[config.mk]
export PLATFORM = sky130hd
export DESIGN_NAME = mslatch_top
export DESIGN_NICKNAME = d
export VERILOG_FILES = /design/src/rtl/mslatch_pkg.sv /design/src/rtl/mslatch_regs.sv /design/src/rtl/mslatch_tick.sv /design/src/rtl/mslatch_core.sv /design/src/rtl/mslatch_top.sv
export SDC_FILE = /design/constraint.sdc
export NUM_CORES = 1
export LEC_CHECK = 0
export BUFFER_PORTS_ARGS = -buffer_cell sky130_fd_sc_hd__buf_4
export CAP_MARGIN = 25
export CORE_ASPECT_RATIO = 1.5
export CORE_MARGIN = 4
export CORE_UTILIZATION = 52
export DETAILED_ROUTE_END_ITERATION = 7
export PLACE_DENSITY = 0.8
export SYNTH_ARGS = -nofsm -noshare
export SYNTH_HDL_FRONTEND = slang
export SYNTH_SLANG_ARGS = --single-unit
export TNS_END_PERCENT = 10
[constraint.sdc]
create_clock -name clk -period 1.1 [get_ports clk]
set_input_delay 0.055 -clock clk [delete_from_list [all_inputs] [get_ports clk]]
set_output_delay 0.055 -clock clk [all_outputs]
set_load 0.02 [all_outputs]
[src/rtl/mslatch_pkg.sv]
package mslatch_pkg;
  parameter int unsigned SEL_W  = 3;
  parameter int unsigned ADDR_W = 2;
  parameter int unsigned DATA_W = 8;

  localparam int unsigned NUM_SRC = 4;
  localparam int unsigned EXP_OFS = 2;

  localparam logic [ADDR_W-1:0] ADR_CTRL = 2'd0;
  localparam logic [ADDR_W-1:0] ADR_SRC  = 2'd1;
  localparam logic [ADDR_W-1:0] ADR_STAT = 2'd2;

  localparam int unsigned B_OE_T  = 3;
  localparam int unsigned B_OE_N  = 4;
  localparam int unsigned B_FWSET = 5;
  localparam int unsigned B_FWCLR = 6;

  typedef enum logic [1:0] {
    SRC_CMP1 = 2'd0,
    SRC_CMP2 = 2'd1,
    SRC_PIN  = 2'd2,
    SRC_TICK = 2'd3
  } src_e;

  typedef struct packed {
    logic [NUM_SRC-1:0] set_en;
    logic [NUM_SRC-1:0] clr_en;
  } src_en_t;
endpackage

[src/rtl/mslatch_regs.sv]
module mslatch_regs
  import mslatch_pkg::*;
(
  input  logic              clk,
  input  logic              rst_n,
  input  logic              wr,
  input  logic [ADDR_W-1:0] addr,
  input  logic [DATA_W-1:0] wdata,
  input  logic              state,
  output logic [DATA_W-1:0] rdata,
  output logic [SEL_W-1:0]  sel,
  output logic              oe_t,
  output logic              oe_n,
  output src_en_t           en,
  output logic              fw_set,
  output logic              fw_clr
);
  logic [SEL_W-1:0]  sel_q, sel_d;
  logic              oet_q, oet_d, oen_q, oen_d;
  logic [DATA_W-1:0] src_q, src_d;
  logic              fws_q, fws_d, fwc_q, fwc_d;
  logic              ctrl_we, src_we;

  assign ctrl_we = wr && (addr == ADR_CTRL);
  assign src_we  = wr && (addr == ADR_SRC);

  always_comb begin
    sel_d = sel_q;
    oet_d = oet_q;
    oen_d = oen_q;
    src_d = src_q;
    fws_d = 1'b0;
    fwc_d = 1'b0;
    if (ctrl_we) begin
      sel_d = wdata[SEL_W-1:0];
      oet_d = wdata[B_OE_T];
      oen_d = wdata[B_OE_N];
      fws_d = wdata[B_FWSET];
      fwc_d = wdata[B_FWCLR];
    end
    if (src_we) src_d = wdata;
  end

  always_ff @(posedge clk or negedge rst_n) begin
    if (!rst_n) begin
      sel_q <= '0;
      oet_q <= 1'b0;
      oen_q <= 1'b0;
      src_q <= '0;
      fws_q <= 1'b0;
      fwc_q <= 1'b0;
    end else begin
      sel_q <= sel_d;
      oet_q <= oet_d;
      oen_q <= oen_d;
      src_q <= src_d;
      fws_q <= fws_d;
      fwc_q <= fwc_d;
    end
  end

  for (genvar i = 0; i < NUM_SRC; i++) begin : g_en
    assign en.set_en[i] = src_q[2*i];
    assign en.clr_en[i] = src_q[2*i+1];
  end

  always_comb begin
    rdata = '0;
    unique case (addr)
      ADR_CTRL: begin
        rdata[SEL_W-1:0] = sel_q;
        rdata[B_OE_T]    = oet_q;
        rdata[B_OE_N]    = oen_q;
      end
      ADR_SRC:  rdata = src_q;
      ADR_STAT: rdata[0] = state;
      default:  rdata = '0;
    endcase
  end

  assign sel    = sel_q;
  assign oe_t   = oet_q;
  assign oe_n   = oen_q;
  assign fw_set = fws_q;
  assign fw_clr = fwc_q;
endmodule

[src/rtl/mslatch_tick.sv]
module mslatch_tick
  import mslatch_pkg::*;
(
  input  logic             clk,
  input  logic             rst_n,
  input  logic [SEL_W-1:0] sel,
  output logic             tick
);
  localparam int unsigned CNT_W = (1 << SEL_W) + EXP_OFS - 1;

  logic [CNT_W-1:0] cnt_q, cnt_d;
  logic [CNT_W-1:0] mask;
  logic [SEL_W:0]   shamt;

  assign shamt = {1'b0, sel} + (SEL_W+1)'(EXP_OFS);
  assign mask  = ~({CNT_W{1'b1}} << shamt);
  assign cnt_d = cnt_q + 1'b1;

  always_ff @(posedge clk or negedge rst_n) begin
    if (!rst_n) cnt_q <= '0;
    else        cnt_q <= cnt_d;
  end

  assign tick = ((cnt_q & mask) == mask);
endmodule

[src/rtl/mslatch_core.sv]
module mslatch_core
  import mslatch_pkg::*;
(
  input  logic               clk,
  input  logic [NUM_SRC-1:0] src,
  input  src_en_t            en,
  input  logic               fw_set,
  input  logic               fw_clr,
  output logic               set_any,
  output logic               clr_any,
  output logic               state
);
  logic state_q, state_d;

  assign set_any = (|(src & en.set_en)) | fw_set;
  assign clr_any = (|(src & en.clr_en)) | fw_clr;

  always_comb begin
    state_d = state_q;
    if (clr_any)      state_d = 1'b0;
    else if (set_any) state_d = 1'b1;
  end

  always_ff @(posedge clk) begin
    state_q <= state_d;
  end

  assign state = state_q;
endmodule

[src/rtl/mslatch_top.sv]
module mslatch_top
  import mslatch_pkg::*;
(
  input  logic              clk,
  input  logic              rst_n,
  input  logic              reg_wr,
  input  logic [ADDR_W-1:0] reg_addr,
  input  logic [DATA_W-1:0] reg_wdata,
  output logic [DATA_W-1:0] reg_rdata,
  input  logic              cmp1_res,
  input  logic              cmp2_res,
  input  logic              ext_in,
  output logic              q_out,
  output logic              q_drv_en,
  output logic              qn_out,
  output logic              qn_drv_en
);
  logic [1:0]         rsync_q;
  logic               rst_sync_n;
  logic [SEL_W-1:0]   sel;
  logic               oe_t, oe_n;
  src_en_t            en;
  logic               fw_set, fw_clr;
  logic               tick;
  logic [NUM_SRC-1:0] src;
  logic               set_any, rst_any;
  logic               q_state;

  always_ff @(posedge clk or negedge rst_n) begin
    if (!rst_n) rsync_q <= 2'b00;
    else        rsync_q <= {rsync_q[0], 1'b1};
  end
  assign rst_sync_n = rsync_q[1];

  mslatch_regs u_regs (
    .clk(clk), .rst_n(rst_sync_n), .wr(reg_wr), .addr(reg_addr),
    .wdata(reg_wdata), .state(q_state), .rdata(reg_rdata), .sel(sel),
    .oe_t(oe_t), .oe_n(oe_n), .en(en), .fw_set(fw_set), .fw_clr(fw_clr)
  );

  mslatch_tick u_tick (
    .clk(clk), .rst_n(rst_sync_n), .sel(sel), .tick(tick)
  );

  assign src[SRC_CMP1] = cmp1_res;
  assign src[SRC_CMP2] = cmp2_res;
  assign src[SRC_PIN]  = ext_in;
  assign src[SRC_TICK] = tick;

  mslatch_core u_core (
    .clk(clk), .src(src), .en(en), .fw_set(fw_set), .fw_clr(fw_clr),
    .set_any(set_any), .clr_any(rst_any), .state(q_state)
  );

  assign q_drv_en  = oe_t;
  assign qn_drv_en = oe_n;
  assign q_out     = oe_t & q_state;
  assign qn_out    = oe_n & ~q_state;
endmodule

==> flow_summary.json <==
{
  "syn_area_per_cell_um2": 11.6,
  "reg2reg_slack_ns": -0.52,
  "status": "finished with violations",
  "grt_pass1_wl_mm": 4.98,
  "path_clk_slew_ns": 0.15,
  "finalHoldViolCount": 0,
  "antenna_found_initial": 0,
  "initial_core_util": 0.557,
  "ir_drop_mv": 1.01,
  "final_area_um2": 1880,
  "clock_skew_ns": 0.00818,
  "gp_congestion": 0.787,
  "fin_ws_ns": -0.520,
  "die_width_um": 48.4,
  "yosysTopAreaCellShare": 0.511,
  "drt-wirelength-per-cell_um": 15.5,
  "first_pass_iters": 4,
  "cts_buffer_depth": 2,
  "finalSetupViolCount": 11,
  "yosysWarnings": 0,
  "cts-root-buf": "clkbuf_4",
  "crit_type": "reg -> reg",
  "met3_usage": 0.0366,
  "fp-row-count": 21,
  "netlist_area_um2": 1270,
  "synth_area_leader_cell": "dfrtp_1",
  "cts_tree": "done",
  "area_growth_pct": 47.8,
  "io_buffer_count": 27,
  "floorplan.core_area_um2": 2290,
  "fin_tns_setup_ns": -1.35,
  "leakage_nw": 0.898,
  "final_nets": 194,
  "drive_gt1_frac": 0.497,
  "synth_cell_types": 32,
  "cp-end-kind": "flop",
  "use_met2": 0.358,
  "synth-seq-area-share": 0.527,
  "hold_class": "in -> async",
  "violations": "negative setup slack",
  "fin_crit_sh": 1.47,
  "drc": 0,
  "grt.busiest_layer": "met2",
  "cap_violations": 0,
  "synthCells": 110,
  "synth_area_leaders": "dfrtp_1 51%, mux2_2 8.8%, ha_1 3.9%",
  "async_reset_ff_frac": 0.963,
  "worst_setup_path_start_kind": "flop",
  "cp.arrival_ns": 1.87,
  "drtIter0Drc": 16,
  "num_vias": 1060,
  "cts_buffers": 3,
  "antenna_cells": 0,
  "dieArea_um2": 3320,
  "reg2reg_from": "u_regs.sel[1]$_DFFE_PN0P_",
  "grt_pass1_vias": 1130,
  "routed_wl_mm": 3.03,
  "critPathRequiredTime_ns": 1.35,
  "fp.dieH_um": 68.6,
  "grt_util_all_layers": 0.191,
  "fmax_ghz": 0.617,
  "antenna_left": 0,
  "clkSinkCount": 27,
  "num_io_pins": 28,
  "grt.overflow.total": 0,
  "reg2regPathDepth": 6,
  "synth.ff_latch_count": 27,
  "hpwlAfterDp_mm": 2.18,
  "cts-htree-levels": 1,
  "postPlaceCellArea_um2": 1680,
  "finalMaxSlewViolations": 0,
  "clk_latency_ns": 0.33,
  "yosys_most_used_dff": "dfrtp_1",
  "synth.net_count": 130,
  "rr_endpoint": "u_core.state$_SDFFE_PP0P_",
  "grt_use_met1": 0.200,
  "synth-edff-count": 0,
  "worstPathMaxFanout": 4,
  "grt_setup_unrepaired": "true",
  "period_needed_ns": 1.62,
  "viasPerCell": 5.41,
  "grt_max_degree": 25,
  "powerDensity_nw_per_um2": 1250
}
-- cell type report --
cell class | instances | area (um^2)
Sequential cell | 27 | 672
Multi-Input combinational cell | 75 | 631
Timing Repair Buffer | 61 | 499
Fill cell | 148 | 405
Tap cell | 23 | 28.8
Clock buffer | 3 | 22.5
Inverter | 6 | 22.5
Clock inverter | 1 | 5.00
-- cells in the mapped netlist (2+ instances only) --
master   instances
xor2_1           3
a21oi_1          2
buf_2            2
nor2_1           7
ha_1             4
nand2_1          7
xnor2_1          4
a22oi_1          3
and2_1           6
inv_1            6
o21ai_0          4
nand3_1          4
mux2i_1          5
dfrtp_1         26
mux2_2          10
-- metrics by stage --
stage          utilization  setup WS (ns)  std cells  power (mW)  hold slack [ns]
2_1_floorplan            -         -0.384        110        1.56           -0.241
3_3_place_gp         0.736         -0.393        180        1.81           -0.163
3_5_place_dp         0.736         -0.493        180        1.84           -0.161
4_1_cts              0.811         -0.475        195        2.33          0.00926
5_1_grt              0.823         -0.583        196        2.48          0.00760
6_report             0.823         -0.520        196        2.36           0.0124
-- where the power goes --
group / leakage [nW] / internal (mW) / switching (mW)
logic: 0.551 / 0.394 / 0.323
registers: 0.329 / 1.10 / 0.109
clock network: 0.0177 / 0.137 / 0.296
-- cells in the final DEF (no fill, tap or decap), drive strengths merged, types with 2 or more instances in the layout --
master	netlist	routed
a21oi	2	2
a22oi	3	3
and2	6	6
buf	2	52
clkbuf	0	3
dfrtp	26	26
dlygate4sd3	0	9
ha	4	4
inv	6	6
mux2	10	10
mux2i	5	5
nand2	8	8
nand3	4	4
nor2	7	7
nor3b	2	2
o21ai	6	6
xnor2	4	4
xor2	3	3
-- routing by layer --
layer,share of wire,wire length (um)
met3,0.048,145
met5,0,0
met1,0.36,1100
met4,0.043,130
met2,0.55,1650
-- kinds of logic after synthesis --
group | count (synthesis) | share of synthesized area
AND/OR/NAND/NOR | 32 | 0.142
flip-flops | 27 | 0.527
AO/OA/AOI/OAI | 15 | 0.0787
multiplexers | 15 | 0.128
buffers and inverters | 8 | 0.0256
XOR/XNOR | 7 | 0.0482
adder cells (fa/ha/maj) | 5 | 0.0482
other | 1 | 0.00295
-- flip-flops by register name, indices dropped and copies added (netlist names) --
register,flops
u_tick.cnt_q,9
u_regs.src_q,8
u_regs.sel,3
rsync_q,2
u_core.state,1
u_regs.fw_clr,1
u_regs.fw_set,1
u_regs.oe_n,1
u_regs.oe_t,1
-- what timing repair did --
item / 4_1_cts / 5_1_grt
cloned: 0 / 0
setup endpoints to repair: 15 / 17
pin swaps: 9 / 6
hold buffers: 9 / 0
endpoints found under the hold margin: 17 / 0
setup buffers: 2 / 1
gates resized for setup: 12 / 6
-- worst max-delay path: stages (launching register included) --
cell	delay, ns
dfrtp_2	0.44
ha_4	0.16
nand2b_4	0.06
maj3_2	0.31
a22oi_2	0.21
o311ai_2	0.13
and4b_1	0.22
-- worst max-delay path by stage --
stage,depth (start not counted),start,end,slack [ns]
after floorplan,6,u_regs.sel[1]$_DFFE_PN0P_,u_core.state$_SDFFE_PP0P_,-0.38
after global placement,6,u_regs.sel[2]$_DFFE_PN0P_,u_core.state$_SDFFE_PP0P_,-0.39
after detailed placement,6,u_regs.sel[1]$_DFFE_PN0P_,u_core.state$_SDFFE_PP0P_,-0.49
after CTS,6,u_regs.sel[1]$_DFFE_PN0P_,u_core.state$_SDFFE_PP0P_,-0.47
after global routing,6,u_regs.sel[2]$_DFFE_PN0P_,u_core.state$_SDFFE_PP0P_,-0.58
final,6,u_regs.sel[1]$_DFFE_PN0P_,u_core.state$_SDFFE_PP0P_,-0.52
No activity file was read; power rests on OpenSTA's default activity.
